File: src/rtl/smbt_pkg.sv
package smbt_pkg;

    localparam int ADDR_W = 7;
    localparam int DATA_W = 8;
    localparam int BIT_CNT_W = 4;
    localparam logic [BIT_CNT_W-1:0] LAST_DATA_BIT = 4'd7;
    localparam logic [BIT_CNT_W-1:0] ACK_SLOT = 4'd8;

    localparam logic [ADDR_W-1:0] ADDR_FIXED  = 7'h2E;
    localparam logic [ADDR_W-1:0] ADDR_PICK_0 = 7'h2C;
    localparam logic [ADDR_W-1:0] ADDR_PICK_1 = 7'h2D;

    typedef enum logic [2:0] {
        ST_IDLE,
        ST_ADDR,
        ST_RX,
        ST_TX,
        ST_SKIP
    } smbt_state_e;

    typedef struct packed {
        logic scl_rise;
        logic scl_fall;
        logic start;
        logic stop;
        logic sda;
    } smbt_evt_t;

    function automatic logic [ADDR_W-1:0] strap_addr(input logic fixed, input logic pick);
        if (fixed) begin
            return ADDR_FIXED;
        end
        return pick ? ADDR_PICK_1 : ADDR_PICK_0;
    endfunction

endpackage

File: src/rtl/smbt_line_filter.sv
module smbt_line_filter #(
    parameter int SYNC_STAGES = 2,
    parameter int FILT_LEN    = 3
) (
    input  logic clk,
    input  logic rst,
    input  logic raw,
    output logic clean
);
    localparam int CNT_W = $clog2(FILT_LEN + 1);
    localparam logic [CNT_W-1:0] CNT_LAST = CNT_W'(FILT_LEN - 1);

    logic [SYNC_STAGES-1:0] sync_q;
    logic [CNT_W-1:0]       stable_cnt;
    logic                   synced;

    assign synced = sync_q[SYNC_STAGES-1];

    always_ff @(posedge clk) begin
        if (rst) begin
            sync_q <= '1;
        end else begin
            sync_q <= {sync_q[SYNC_STAGES-2:0], raw};
        end
    end

    // Output follows the synchronized line only after FILT_LEN equal samples.
    always_ff @(posedge clk) begin
        if (rst) begin
            clean      <= 1'b1;
            stable_cnt <= '0;
        end else if (synced != clean) begin
            if (stable_cnt == CNT_LAST) begin
                clean      <= synced;
                stable_cnt <= '0;
            end else begin
                stable_cnt <= stable_cnt + 1'b1;
            end
        end else begin
            stable_cnt <= '0;
        end
    end

endmodule

File: src/rtl/smbt_cond_detect.sv
module smbt_cond_detect
    import smbt_pkg::*;
(
    input  logic      clk,
    input  logic      rst,
    input  logic      scl,
    input  logic      sda,
    output smbt_evt_t evt
);
    logic scl_q;
    logic sda_q;

    always_ff @(posedge clk) begin
        if (rst) begin
            scl_q <= 1'b1;
            sda_q <= 1'b1;
        end else begin
            scl_q <= scl;
            sda_q <= sda;
        end
    end

    always_comb begin
        evt.scl_rise = scl & ~scl_q;
        evt.scl_fall = ~scl & scl_q;
        evt.start    = scl & scl_q & sda_q & ~sda;
        evt.stop     = scl & scl_q & ~sda_q & sda;
        evt.sda      = sda;
    end

endmodule

File: src/rtl/smbt_addr_lock.sv
module smbt_addr_lock
    import smbt_pkg::*;
(
    input  logic              clk,
    input  logic              rst,
    input  logic              strap_fixed,
    input  logic              strap_pick,
    input  logic              lock_req,
    input  logic [ADDR_W-1:0] lock_val,
    output logic [ADDR_W-1:0] cur_addr,
    output logic              locked
);
    logic [ADDR_W-1:0] held;

    always_ff @(posedge clk) begin
        if (rst) begin
            locked <= 1'b0;
            held   <= '0;
        end else if (lock_req && !locked) begin
            locked <= 1'b1;
            held   <= lock_val;
        end
    end

    assign cur_addr = locked ? held : strap_addr(strap_fixed, strap_pick);

endmodule

File: src/rtl/smbt_engine.sv
module smbt_engine
    import smbt_pkg::*;
(
    input  logic              clk,
    input  logic              rst,
    input  smbt_evt_t         evt,
    input  logic [ADDR_W-1:0] cur_addr,
    output logic              lock_req,
    output logic [ADDR_W-1:0] lock_val,
    output logic [DATA_W-1:0] reg_addr,
    output logic [DATA_W-1:0] reg_wdata,
    output logic              reg_we,
    input  logic [DATA_W-1:0] reg_rdata,
    output logic              sda_drive,
    output smbt_state_e       state_o
);
    smbt_state_e          st;
    logic [BIT_CNT_W-1:0] bitcnt;
    logic [DATA_W-2:0]    shreg;
    logic [DATA_W-2:0]    tx_sh;
    logic [1:0]           byte_idx;
    logic                 rw;
    logic                 frame_done;
    logic                 ack_want;
    logic                 in_frame;
    logic [DATA_W-1:0]    in_byte;

    assign in_frame = (st == ST_ADDR) || (st == ST_RX) || (st == ST_TX);
    assign in_byte  = {shreg, evt.sda};
    assign state_o  = st;

    always_ff @(posedge clk) begin
        if (rst) begin
            st         <= ST_IDLE;
            bitcnt     <= '0;
            shreg      <= '0;
            tx_sh      <= '0;
            byte_idx   <= '0;
            rw         <= 1'b0;
            frame_done <= 1'b0;
            ack_want   <= 1'b0;
            sda_drive  <= 1'b0;
            reg_addr   <= '0;
            reg_wdata  <= '0;
            reg_we     <= 1'b0;
            lock_req   <= 1'b0;
            lock_val   <= '0;
        end else begin
            reg_we   <= 1'b0;
            lock_req <= 1'b0;
            if (evt.start) begin
                st         <= ST_ADDR;
                bitcnt     <= '0;
                byte_idx   <= '0;
                frame_done <= 1'b0;
                ack_want   <= 1'b0;
                sda_drive  <= 1'b0;
            end else if (evt.stop) begin
                st         <= ST_IDLE;
                bitcnt     <= '0;
                frame_done <= 1'b0;
                ack_want   <= 1'b0;
                sda_drive  <= 1'b0;
            end else if (evt.scl_rise && in_frame) begin
                if (bitcnt == ACK_SLOT) begin
                    // Ninth clock: frame closes, pick what follows.
                    bitcnt     <= '0;
                    frame_done <= 1'b1;
                    if (st == ST_ADDR) begin
                        st <= rw ? ST_TX : ST_RX;
                    end else if (st == ST_TX) begin
                        st <= ST_SKIP;
                    end
                end else begin
                    shreg      <= in_byte[DATA_W-2:0];
                    bitcnt     <= bitcnt + 1'b1;
                    frame_done <= 1'b0;
                    if (bitcnt == LAST_DATA_BIT) begin
                        unique case (st)
                            ST_ADDR: begin
                                if (shreg == cur_addr) begin
                                    rw       <= evt.sda;
                                    ack_want <= 1'b1;
                                    lock_req <= 1'b1;
                                    lock_val <= shreg;
                                end else begin
                                    ack_want <= 1'b0;
                                    st       <= ST_SKIP;
                                end
                            end
                            ST_RX: begin
                                if (byte_idx == 2'd0) begin
                                    reg_addr <= in_byte;
                                    ack_want <= 1'b1;
                                    byte_idx <= 2'd1;
                                end else if (byte_idx == 2'd1) begin
                                    reg_wdata <= in_byte;
                                    reg_we    <= 1'b1;
                                    ack_want  <= 1'b1;
                                    byte_idx  <= 2'd2;
                                end else begin
                                    ack_want <= 1'b0;
                                    st       <= ST_SKIP;
                                end
                            end
                            default: ack_want <= 1'b0;
                        endcase
                    end
                end
            end else if (evt.scl_fall) begin
                if (!in_frame) begin
                    sda_drive <= 1'b0;
                end else if (bitcnt == ACK_SLOT) begin
                    sda_drive <= ack_want && (st != ST_TX);
                end else if (frame_done) begin
                    frame_done <= 1'b0;
                    if (st == ST_TX) begin
                        tx_sh     <= reg_rdata[DATA_W-2:0];
                        sda_drive <= ~reg_rdata[DATA_W-1];
                    end else begin
                        sda_drive <= 1'b0;
                    end
                end else if (st == ST_TX && bitcnt != '0) begin
                    sda_drive <= ~tx_sh[DATA_W-2];
                    tx_sh     <= {tx_sh[DATA_W-3:0], 1'b0};
                end
            end
        end
    end

endmodule

File: src/rtl/smb_regport_target.sv
module smb_regport_target
    import smbt_pkg::*;
#(
    parameter int SYNC_STAGES = 2,
    parameter int FILT_LEN    = 3
) (
    input  logic              clk,
    input  logic              rst,
    input  logic              scl_i,
    input  logic              sda_i,
    output logic              sda_oe,
    input  logic              strap_fixed,
    input  logic              strap_pick,
    output logic [DATA_W-1:0] reg_addr,
    output logic [DATA_W-1:0] reg_wdata,
    output logic              reg_we,
    input  logic [DATA_W-1:0] reg_rdata
);
    localparam int N_LINES = 2;

    logic [N_LINES-1:0] raw_lines;
    logic [N_LINES-1:0] clean_lines;
    logic               scl_filt;
    logic               sda_filt;
    smbt_evt_t          evt;
    logic               stop_seen;
    logic               lock_req;
    logic [ADDR_W-1:0]  lock_val;
    logic [ADDR_W-1:0]  cur_addr;
    logic               addr_locked;
    smbt_state_e        eng_state;

    assign raw_lines = {sda_i, scl_i};

    for (genvar g = 0; g < N_LINES; g++) begin : g_line
        smbt_line_filter #(
            .SYNC_STAGES(SYNC_STAGES),
            .FILT_LEN   (FILT_LEN)
        ) u_filt (
            .clk  (clk),
            .rst  (rst),
            .raw  (raw_lines[g]),
            .clean(clean_lines[g])
        );
    end

    assign scl_filt = clean_lines[0];
    assign sda_filt = clean_lines[1];

    smbt_cond_detect u_cond (
        .clk(clk),
        .rst(rst),
        .scl(scl_filt),
        .sda(sda_filt),
        .evt(evt)
    );

    assign stop_seen = evt.stop;

    smbt_addr_lock u_lock (
        .clk        (clk),
        .rst        (rst),
        .strap_fixed(strap_fixed),
        .strap_pick (strap_pick),
        .lock_req   (lock_req),
        .lock_val   (lock_val),
        .cur_addr   (cur_addr),
        .locked     (addr_locked)
    );

    smbt_engine u_eng (
        .clk      (clk),
        .rst      (rst),
        .evt      (evt),
        .cur_addr (cur_addr),
        .lock_req (lock_req),
        .lock_val (lock_val),
        .reg_addr (reg_addr),
        .reg_wdata(reg_wdata),
        .reg_we   (reg_we),
        .reg_rdata(reg_rdata),
        .sda_drive(sda_oe),
        .state_o  (eng_state)
    );

endmodule

File: config.mk
export PLATFORM = sky130hd
export DESIGN_NAME = smb_regport_target
export DESIGN_NICKNAME = d
export VERILOG_FILES = /design/src/rtl/smbt_pkg.sv /design/src/rtl/smbt_line_filter.sv /design/src/rtl/smbt_cond_detect.sv /design/src/rtl/smbt_addr_lock.sv /design/src/rtl/smbt_engine.sv /design/src/rtl/smb_regport_target.sv
export SDC_FILE = /design/constraint.sdc
export NUM_CORES = 1
export LEC_CHECK = 0
export BUFFER_PORTS_ARGS = -buffer_cell sky130_fd_sc_hd__buf_4
export CORE_ASPECT_RATIO = 1.75
export CORE_UTILIZATION = 58
export DETAILED_ROUTE_END_ITERATION = 12
export GPL_TIMING_DRIVEN = 0
export PLACE_DENSITY = 0.8
export SETUP_SLACK_MARGIN = 0.4
export SYNTH_ARGS = -nofsm -noshare
export SYNTH_HDL_FRONTEND = slang
export SYNTH_SLANG_ARGS = --single-unit
export TNS_END_PERCENT = 30
File: constraint.sdc
create_clock -name clk -period 2.2 [get_ports clk]
set_input_delay 0.33 -clock clk [delete_from_list [all_inputs] [get_ports clk]]
set_output_delay 0.33 -clock clk [all_outputs]
set_load 0.02 [all_outputs]
==> summary.md <==
| Metric | Value |
|---|---|
| Most common cell after layout, fill and taps aside | dfxtp_1 |
| Maxcap violations | 0 |
| Type of the worst setup path | flop to flop |
| Peak VDD IR | 0.685 mV |
| Ys Warns | 0 |
| GRT Total Usage | 27.7% |
| Worst endpoint required time | 2430 ps |
| Die Span Y | between 90 and 100 microns |
| Antenna-violating nets left | 0 |
| Final slew viol count | 0 |
| Dpl hpwl | 4670 microns |
| Worst rel slew slack | about 61% |
| CP startpoint kind | flop |
| Static Leak | 1.62 nW |
| Final clock skew | 7.09 ps |
| Max clock buf depth | 2 |
| Share of cells above drive strength 1 | roughly 30% |
| Fin cells | around 460 |
| CTS root buffer | clkbuf_8 |
| Nets | slightly above 400 |
| RSZ-0062 raised after global routing | yes |
| Area grow syn2layout | 31.3% |
| Async set-reset flop share out of synthesis | 0% |
| Flop2flop setup slack | 60 ps |
| Total grt overflow | 0 |
| Distinct cells, synth | 50 |
| PortBufs | 30 |
| Initial antenna violation count | 0 |
| Routed via count | 2726 |
| CTS Buf Count | 9 |
| Largest net degree at the start of global routing | 13 |
| Inst Count DP | 418 |
| R2r startpoint | u_eng.state_o[2] |
| Mapped Area | 3070 sq um |
| Vias in the first global route | 2544 |
| Clock Pin Slew Worst Setup and Hold Paths | about 80 ps |
| Synth Net Count | 352 |
| Hold Path Sink | g_line[0].u_filt.sync_q[0] |
| Total Power | 2.68 mW |
| Min-Delay Path Class | input pin to flop |
| Failing checks | design-rule violations |
| Max Clock Freq | 466 MHz |
| Seq/Total Area, Yosys | 47.0% |
| Die Wd | ~57 microns |
| Yosys reg bits | 72 |
| Worst hold path stage count | 2 |
| Starting DRT DRC Count | roughly 150 |
| Post-synth EDFFs | 0 |
| Fill count | 324 |
| Total power divided by cell area | roughly 660 nW/um^2 |
| First-pass GRT wire length | approximately 12000 microns |
| Most used DFF post-synth | dfxtp_1 |
| I/O Pins | 32 |
| Hold path start | scl_i |
| Clk sinks | slightly above 70 |
| CTS tree | yes |
| Final Cycle Share | 97.4% |
| Initial Util | around three fifths |
| Worst-Skew Late Latency | around 360 ps |
| Final wirelength | around 8000 microns |
| Total die area | 5590 sq um |
| Final GP Congestion | ~0.80 |
| Worst endpoint data arrival time | 2370 ps |
| Hold Violations, Final | 0 |
| Outcome | finished with violations |
| FF-to-FF End | u_eng.state_o[0] |
| Endpoints failing setup | 0 |
| Post-synthesis cell count | 334 |
| H-tree depth | 3 |
| Core area | 5020 sq um |
| Routed vias/inst | 5.99 |
| Most frequent cells in the layout | dfxtp_1 (66), nor2_1 (56), buf_4 (50), mux2i_1 (39), nand2_1 (21) |
| Ant. Diodes | 0 |
| R2r worst-path depth | 9 |
| Crit Path Max Fanout | 4 |
| Floorplan row count | 34 |
| DRC | 2 |
| Slew @ Worst Pin | between 500 and 600 ps |
| WL/cell | 17.6 microns |
| Mapped Avg Cell Area | between 9 and 10 sq um |
| Minimum clock period | 2140 ps |
| Setup crit end kind | flop |
| DRT Pass-1 Iters | 11 |
## sequential cells by signal, summed over array words and instances, names as in the netlist, 4 cells and up
register / flops
u_eng.lock_val: 7
u_lock.held: 7
g_line.u_filt.sync_q: 4
u_eng.bitcnt: 4
u_eng.tx_sh: 7
u_eng.reg_wdata: 8
u_eng.reg_addr: 8
u_eng.shreg: 7
g_line.u_filt.stable_cnt: 4
## worst max-delay path, cell delays in order, from the launching register on
cell,delay (ps)
dfxtp_2,330
buf_4,150
nor3b_4,230
o21ai_0,120
a211oi_1,240
and4_4,270
buf_4,130
a221oi_4,80
o21ai_1,320
o41ai_4,140
## per-layer routing
layer	global-route usage [%]	part of all wire, %
met1	29.2	36
met2	48.7	53
met3	6.75	6.0
met4	15.8	4.5
met5	0	0
## worst max-delay path by stage
stage                                start            endpoint  cells after the start
floorplan                 u_eng.state_o[2]  u_eng.reg_wdata[0]                      9
global placement    g_line[0].u_filt.clean      u_eng.tx_sh[6]                      6
detailed placement  g_line[0].u_filt.clean      u_eng.tx_sh[5]                      6
CTS                          u_lock.locked   u_eng.lock_val[3]                      9
global route              u_eng.state_o[2]    u_eng.state_o[0]                      9
finish                    u_eng.state_o[2]    u_eng.state_o[0]                      9
## logic make-up after synthesis
group / after synthesis / synth area share [%]
buffers and inverters: 32 / 4.37
multiplexers: 39 / 12.7
AND/OR/NAND/NOR: 125 / 20.0
flip-flops: 72 / 47.0
AO/OA/AOI/OAI: 57 / 12.8
adder cells (fa/ha/maj): 4 / 1.63
XOR/XNOR: 5 / 1.43
## synth_stat cells, types with 3 or more instances
library cell   n  share of area [%]
nor2b_1        5                1.0
nand3_1        5               0.82
nor3b_1        4               0.98
nand2b_1       4               0.82
and2_1         3               0.61
or3_1          3               0.61
ha_1           4                1.6
nand2_1       22                2.7
inv_1         11                1.3
mux2i_1       39                 13
clkbuf_1      16                2.0
a311oi_1       3               0.86
o21a_1         3               0.73
xnor2_1        4                1.1
nor2_1        57                7.0
or2_2          7                1.4
dfxtp_1       72                 47
a211oi_1       9                2.2
a21oi_1       19                3.1
o21ai_0        7                1.1
## report_power, final
group          switching (mW)  leakage (nW)  internal [mW]
registers             0.00348         0.585           1.31
clock network           0.502         0.124          0.784
logic                  0.0455         0.909         0.0342
total                   0.551          1.62           2.12
## metrics by stage
step / setup slack, ps / setup TNS (ps) / hold WS, ps / util (%) / area [sq um]
3_5_place_dp: -40.4 / -51.9 / 405 / 67.2 / 3370
4_1_cts: 240 / 0 / 159 / 75.7 / 3800
2_1_floorplan: 370 / 0 / 389 / - / 3080
3_3_place_gp: 25.1 / 0 / 393 / 67.2 / 3370
6_report: 56.2 / 0 / 157 / 80.2 / 4030
5_1_grt: 0.525 / 0 / 157 / 80.2 / 4030
## area by class of cell
type	instances	area, sq um	share of cell area [%]
well taps	54	67.6	1.68
multi-input cells	230	1690	42.0
repair buffers	51	390	9.70
plain buffers	21	136	3.39
clock buffers	11	141	3.51
flip-flops and latches	72	1450	36.1
clock inverters	5	104	2.58
inverters	11	41.3	1.03
## what timing repair did
action,in CTS,in global routing
setup buffers,12,8
resized for setup,28,42
pin swaps,9,9
endpoints found under the setup margin,51,52
gates cloned,1,0
hold buffers,0,0
Power figures use the tool's default switching activity.
